[src/rtl/avg_pkg.sv]
package avg_pkg;
  localparam int AVG_MAX_EXP = 6;

  function automatic int clamp_exp(input int e, input int max_e);
    return (e > max_e) ? max_e : e;
  endfunction
endpackage

[src/rtl/avg_cfg_hold.sv]
module avg_cfg_hold #(
  parameter int EXP_W  = 3,
  parameter int MAX_EXP = 6,
  parameter int SEQ_W  = 2,
  parameter int STEP_W = 3
) (
  input  logic              clk,
  input  logic              rst,
  input  logic              load,
  input  logic [EXP_W-1:0]  cfg_exp,
  input  logic [SEQ_W-1:0]  ctx_seq,
  input  logic [STEP_W-1:0] ctx_step,
  output logic [EXP_W-1:0]  exp_eff,
  output logic [EXP_W-1:0]  exp_q,
  output logic [SEQ_W-1:0]  seq_eff,
  output logic [STEP_W-1:0] step_eff
);
  import avg_pkg::*;

  logic [EXP_W-1:0]  exp_clamped;
  logic [SEQ_W-1:0]  seq_q;
  logic [STEP_W-1:0] step_q;

  assign exp_clamped = EXP_W'(clamp_exp(int'(cfg_exp), MAX_EXP));

  always_ff @(posedge clk) begin
    if (rst) begin
      exp_q  <= '0;
      seq_q  <= '0;
      step_q <= '0;
    end else if (load) begin
      exp_q  <= exp_clamped;
      seq_q  <= ctx_seq;
      step_q <= ctx_step;
    end
  end

  always_comb begin
    exp_eff  = load ? exp_clamped : exp_q;
    seq_eff  = load ? ctx_seq     : seq_q;
    step_eff = load ? ctx_step    : step_q;
  end
endmodule

[src/rtl/avg_accum.sv]
module avg_accum #(
  parameter int SAMPLE_W = 10,
  parameter int EXP_W    = 3,
  parameter int MAX_EXP  = 6,
  localparam int ACC_W   = SAMPLE_W + MAX_EXP,
  localparam int CNT_W   = (MAX_EXP > 0) ? MAX_EXP : 1
) (
  input  logic                clk,
  input  logic                rst,
  input  logic                raw_valid,
  input  logic [SAMPLE_W-1:0] raw_data,
  input  logic [EXP_W-1:0]    exp_eff,
  output logic                first,
  output logic                last,
  output logic [ACC_W-1:0]    sum_n,
  output logic [CNT_W-1:0]    grp_cnt
);
  logic [ACC_W-1:0] acc_q;
  logic [CNT_W:0]   final_idx;

  assign first     = (grp_cnt == '0);
  assign final_idx = ((CNT_W+1)'(1) << exp_eff) - (CNT_W+1)'(1);
  assign last      = ({1'b0, grp_cnt} == final_idx);
  assign sum_n     = (first ? '0 : acc_q) + ACC_W'(raw_data);

  always_ff @(posedge clk) begin
    if (rst) begin
      grp_cnt <= '0;
      acc_q   <= '0;
    end else if (raw_valid) begin
      if (last) begin
        grp_cnt <= '0;
        acc_q   <= '0;
      end else begin
        grp_cnt <= grp_cnt + CNT_W'(1);
        acc_q   <= sum_n;
      end
    end
  end
endmodule

[src/rtl/avg_emit.sv]
module avg_emit #(
  parameter int SAMPLE_W = 10,
  parameter int EXP_W    = 3,
  parameter int ACC_W    = 16,
  parameter int SEQ_W    = 2,
  parameter int STEP_W   = 3
) (
  input  logic                clk,
  input  logic                rst,
  input  logic                raw_valid,
  input  logic                last,
  input  logic [ACC_W-1:0]    sum_n,
  input  logic [EXP_W-1:0]    exp_eff,
  input  logic [SEQ_W-1:0]    seq_eff,
  input  logic [STEP_W-1:0]   step_eff,
  output logic                res_valid,
  output logic [SAMPLE_W-1:0] res_data,
  output logic [SEQ_W-1:0]    res_seq,
  output logic [STEP_W-1:0]   res_step,
  output logic                conv_repeat
);
  logic [ACC_W-1:0] shifted;
  assign shifted = sum_n >> exp_eff;

  always_ff @(posedge clk) begin
    if (rst) begin
      res_valid   <= 1'b0;
      conv_repeat <= 1'b0;
      res_data    <= '0;
      res_seq     <= '0;
      res_step    <= '0;
    end else begin
      res_valid   <= raw_valid & last;
      conv_repeat <= raw_valid & ~last;
      if (raw_valid & last) begin
        res_data <= shifted[SAMPLE_W-1:0];
        res_seq  <= seq_eff;
        res_step <= step_eff;
      end
    end
  end
endmodule

[src/rtl/oversample_avg.sv]
module oversample_avg #(
  parameter int SAMPLE_W = 10,
  parameter int EXP_W    = 3,
  parameter int MAX_EXP  = avg_pkg::AVG_MAX_EXP,
  parameter int SEQ_W    = 2,
  parameter int STEP_W   = 3
) (
  input  logic                clk,
  input  logic                rst,
  input  logic [EXP_W-1:0]    cfg_exp,
  input  logic                raw_valid,
  input  logic [SAMPLE_W-1:0] raw_data,
  input  logic [SEQ_W-1:0]    ctx_seq,
  input  logic [STEP_W-1:0]   ctx_step,
  output logic                res_valid,
  output logic [SAMPLE_W-1:0] res_data,
  output logic [SEQ_W-1:0]    res_seq,
  output logic [STEP_W-1:0]   res_step,
  output logic                conv_repeat
);
  localparam int ACC_W = SAMPLE_W + MAX_EXP;
  localparam int CNT_W = (MAX_EXP > 0) ? MAX_EXP : 1;

  logic              first, last;
  logic [ACC_W-1:0]  sum_n;
  logic [CNT_W-1:0]  grp_cnt;
  logic [EXP_W-1:0]  exp_eff, exp_q;
  logic [SEQ_W-1:0]  seq_eff;
  logic [STEP_W-1:0] step_eff;

  avg_cfg_hold #(.EXP_W(EXP_W), .MAX_EXP(MAX_EXP), .SEQ_W(SEQ_W), .STEP_W(STEP_W)) u_cfg (
    .clk(clk), .rst(rst), .load(raw_valid & first), .cfg_exp(cfg_exp),
    .ctx_seq(ctx_seq), .ctx_step(ctx_step), .exp_eff(exp_eff), .exp_q(exp_q),
    .seq_eff(seq_eff), .step_eff(step_eff)
  );

  avg_accum #(.SAMPLE_W(SAMPLE_W), .EXP_W(EXP_W), .MAX_EXP(MAX_EXP)) u_acc (
    .clk(clk), .rst(rst), .raw_valid(raw_valid), .raw_data(raw_data),
    .exp_eff(exp_eff), .first(first), .last(last), .sum_n(sum_n), .grp_cnt(grp_cnt)
  );

  avg_emit #(.SAMPLE_W(SAMPLE_W), .EXP_W(EXP_W), .ACC_W(ACC_W), .SEQ_W(SEQ_W), .STEP_W(STEP_W)) u_emit (
    .clk(clk), .rst(rst), .raw_valid(raw_valid), .last(last), .sum_n(sum_n),
    .exp_eff(exp_eff), .seq_eff(seq_eff), .step_eff(step_eff),
    .res_valid(res_valid), .res_data(res_data), .res_seq(res_seq),
    .res_step(res_step), .conv_repeat(conv_repeat)
  );
endmodule

[config.mk]
export PLATFORM = sky130hd
export DESIGN_NAME = oversample_avg
export DESIGN_NICKNAME = d
export VERILOG_FILES = /design/src/rtl/avg_pkg.sv /design/src/rtl/avg_cfg_hold.sv /design/src/rtl/avg_accum.sv /design/src/rtl/avg_emit.sv /design/src/rtl/oversample_avg.sv
export SDC_FILE = /design/constraint.sdc
export NUM_CORES = 1
export LEC_CHECK = 0
export ABC_AREA = 1
export BUFFER_PORTS_ARGS = -buffer_cell sky130_fd_sc_hd__buf_2
export CAP_MARGIN = 30
export CORE_MARGIN = 4
export CORE_UTILIZATION = 24
export CTS_CLUSTER_SIZE = 24
export DETAILED_ROUTE_END_ITERATION = 12
export RECOVER_POWER = 100
export SLEW_MARGIN = 40
export SYNTH_ARGS = -nofsm -noshare
export SYNTH_HDL_FRONTEND = slang
export SYNTH_SLANG_ARGS = --single-unit
[constraint.sdc]
create_clock -name clk -period 3.74 [get_ports clk]
set_clock_uncertainty 0.2 [all_clocks]
set_input_delay 0.748 -clock clk [delete_from_list [all_inputs] [get_ports clk]]
set_output_delay 0.748 -clock clk [all_outputs]
set_load 0.005 [all_outputs]
==> flow_metrics.tcl <==
set metrics [dict create \
    status "finished, final reports clean" \
    cts.sinks 47 \
    ys_seq_elements 47 \
    grt-ovfl-total 0 \
    clock_latency_ns 0.28 \
    cts_max_path_buffers 2 \
    seq_area_frac_synth_pct 27.4 \
    grt_pass1_vias 3302 \
    n_antenna_cell 0 \
    mostFrequentLayoutCells "190 x nand2_1, 78 x inv_1, 78 x nand3_1" \
    layout_commonest_cell "nand2_1" \
    die_w_um 128 \
    syn_inst 561 \
    core_area_um2 13900 \
    cts_tree "yes" \
    tns_ns 0 \
    synth_area_leaders "dfxtp_1 27%, nand2_1 21%, nand3_1 11%" \
    groute.usage.overall_pct 10.9 \
    path_delay_family "simple AND/OR/NAND/NOR gates" \
    setup_viol 0 \
    ys_warn_count 0 \
    hold_buffers 0 \
    cp.buffers_inverters 2 \
    drt-total-wl_um 8790 \
    yosysTopAreaCell "dfxtp_1" \
    rsz0062_at_grt "false" \
    firstDrtPassIters 5 \
    finalCritPeriodShare_pct 89.6 \
    worstPathRequired_ns 3.73 \
    vias 3348 \
    crit_path_start_kind "flop" \
    p_leak_nw 2.12 \
    cts_max_level 2 \
    ctsRootBufferMaster "clkbuf_16" \
    synth_top_area_share_pct 27.4 \
    antenna_found_initial 0 \
    postSynthNetCount 596 \
    cts_buffers 5 \
    syn_to_final_growth_pct 14.5 \
    cp_max_fo 14 \
    clk_pin_slew_ns 0.07 \
    dp.cells 770 \
    cpMostUsedCell "nand2_1" \
    ir_drop_mv 0.195 \
    finalHoldViolCount 0 \
    start_util_pct 24.6 \
    wire_per_inst_um 11.3 \
    period_needed_ns 3.35 \
    instances_no_fill 778 \
    max_slew.worst_pin.slew_ns 0.491 \
    rrSetupSlack_ns 0.39 \
    critPathSlowestCell "dfxtp_1" \
    ctsResizeCount 0 \
    maxCapViolCount 0 \
    yosys.cell_types.count 36 \
    post-dp-hpwl_um 7040 \
    power_density_nw_per_um2 367 \
    n_fill_cell 1578 \
    timing.fmax_mhz 298 \
    grt_pass1_wl_um 15000 \
    cpPeakStageDelay_ns 0.33 \
    slew_headroom_pct 67.3 \
    worstHoldPathCells 2 \
    netlist_area_um2 3430 \
    cp-end-kind "flop" \
    grt_max_degree 25 \
    post_cts_buffers 0 \
    worst_r2r_endpoint "u_emit.res_seq[1]" \
    std_cell_rows 43 \
    layout.nets 632 \
    cp_data_arrival_time_ns 3.34 \
    slew_viol_final 0 \
    reg2reg_depth 19 \
    die_h_um 128 \
    drtIter0Drc 144 \
    gp_congestion 0.837 \
    syn-mean-instance-area_um2 6.12 \
    critPathKind "flop to flop" \
    final_core_util_pct 28.2 \
    hp-start "u_acc.acc_q[14]" \
    min_to "u_acc.acc_q[14]" \
    portBuffers 37 \
    dieArea_um2 16300 \
    antenna_left 0 \
    min_path_type "flop to flop" \
    drive_gt1_share_pct 11.9 \
    r2r_start "u_acc.grp_cnt[0]" \
    io_pins 38 \
    cp_cell_sequence "inv_1, ha_1, nand3_2, nor2_1, nand2_1, nand2_1, inv_2, nand3_1, ha_1, xnor2_1, nand2_1, nand2_1, nand2_1, nor2_8, nand2_4, nor2_2, nand2_1, nand2_1, nor2_1" \
    vias_per_cell 4.30 \
    route.detailed.drc 0 \
]
-- worst max path at each step --
stage                      from                 end  slack [ns]  cells after the start
4_1_cts        u_acc.grp_cnt[0]  u_emit.res_data[4]        0.38                     20
3_5_place_dp          raw_valid  u_emit.res_data[9]        0.28                     18
6_report       u_acc.grp_cnt[0]   u_emit.res_seq[1]        0.39                     19
2_1_floorplan  u_acc.grp_cnt[0]  u_emit.res_data[8]        0.63                     23
5_1_grt        u_acc.grp_cnt[0]  u_emit.res_data[4]        0.04                     20
3_3_place_gp          raw_valid  u_emit.res_data[8]        0.33                     18
-- cell type report --
type	count	area, µm²	area share (%)
clock inverter	3	20.0	0.509
multi-input combinational	415	2080	52.8
tap	180	225	5.73
sequential	47	941	23.9
timing repair buffer	45	234	5.95
clock buffer	5	125	3.18
inverter	83	312	7.92
-- cell families after synthesis --
kind of cell             count (synthesis)  share of synthesized area [%]
AND/OR/NAND/NOR                        352                           46.7
buffers and inverters                   99                           11.8
flip-flops                              47                           27.4
AO/OA/AOI/OAI                           38                           5.83
adder cells (fa/ha/maj)                 14                           5.32
XOR/XNOR                                 6                           1.53
multiplexers                             5                           1.46
-- metrics by stage --
step / instance area [µm²] / power [mW] / hold slack (ns) / setup WS [ns]
after floorplan: 3430 / 0.908 / 0.226 / 0.633
after global placement: 3810 / 1.02 / 0.240 / 0.333
after detailed placement: 3810 / 1.02 / 0.247 / 0.280
after CTS: 3960 / 1.46 / 0.260 / 0.376
after global routing: 3930 / 1.55 / 0.285 / 0.0360
final: 3930 / 1.44 / 0.255 / 0.387
-- power by group --
group	leakage, nW	switching [mW]	internal [mW]
clock	0.0658	0.193	0.246
sequential	0.383	0.0124	0.525
combinational	1.67	0.309	0.157
-- metal layers --
layer	track usage (%)	part of all wire, %
met1	13.6	46
met4	2.50	1.2
met3	1.17	2.4
met5	0	0
met2	20.2	50
-- state kept, by name, summed over array words and instances, names as in the netlist --
register / flops
u_cfg.exp_q: 3
u_emit.res_valid: 1
u_acc.grp_cnt: 6
u_emit.res_step: 3
u_emit.res_data: 10
u_cfg.step_q: 3
u_emit.res_seq: 2
u_acc.acc_q: 16
u_emit.conv_repeat: 1
u_cfg.seq_q: 2
-- Yosys cell counts --
cell type,count
buf_2,5
nor2_8,1
nor2_1,45
nor3_2,1
nand2_4,1
a21o_1,1
nor2_4,3
buf_1,3
clkbuf_1,4
inv_1,78
nor3_1,2
o21ai_0,19
mux2i_1,5
nand2_1,188
nand3_2,4
dfxtp_1,47
ha_1,13
buf_4,1
clkinv_1,1
o211ai_1,2
nand2_2,11
inv_2,4
nor4_1,1
o21ai_1,1
nand3_4,1
o21bai_1,1
xor2_1,4
a21oi_1,14
nand3b_1,4
nand4_4,1
xnor2_1,2
nand4_1,8
nor2_2,3
fa_1,1
buf_6,3
nand3_1,78
-- worst reg2reg max path: cells and delay by family (launching register included) --
family                   cells  cell delay (ns)
AND/OR/NAND/NOR             14             1.75
adder cells (fa/ha/maj)      2             0.54
flip-flops                   1             0.33
buffers and inverters        2             0.27
XOR/XNOR                     1             0.17
Power figures use the tool's default switching activity.
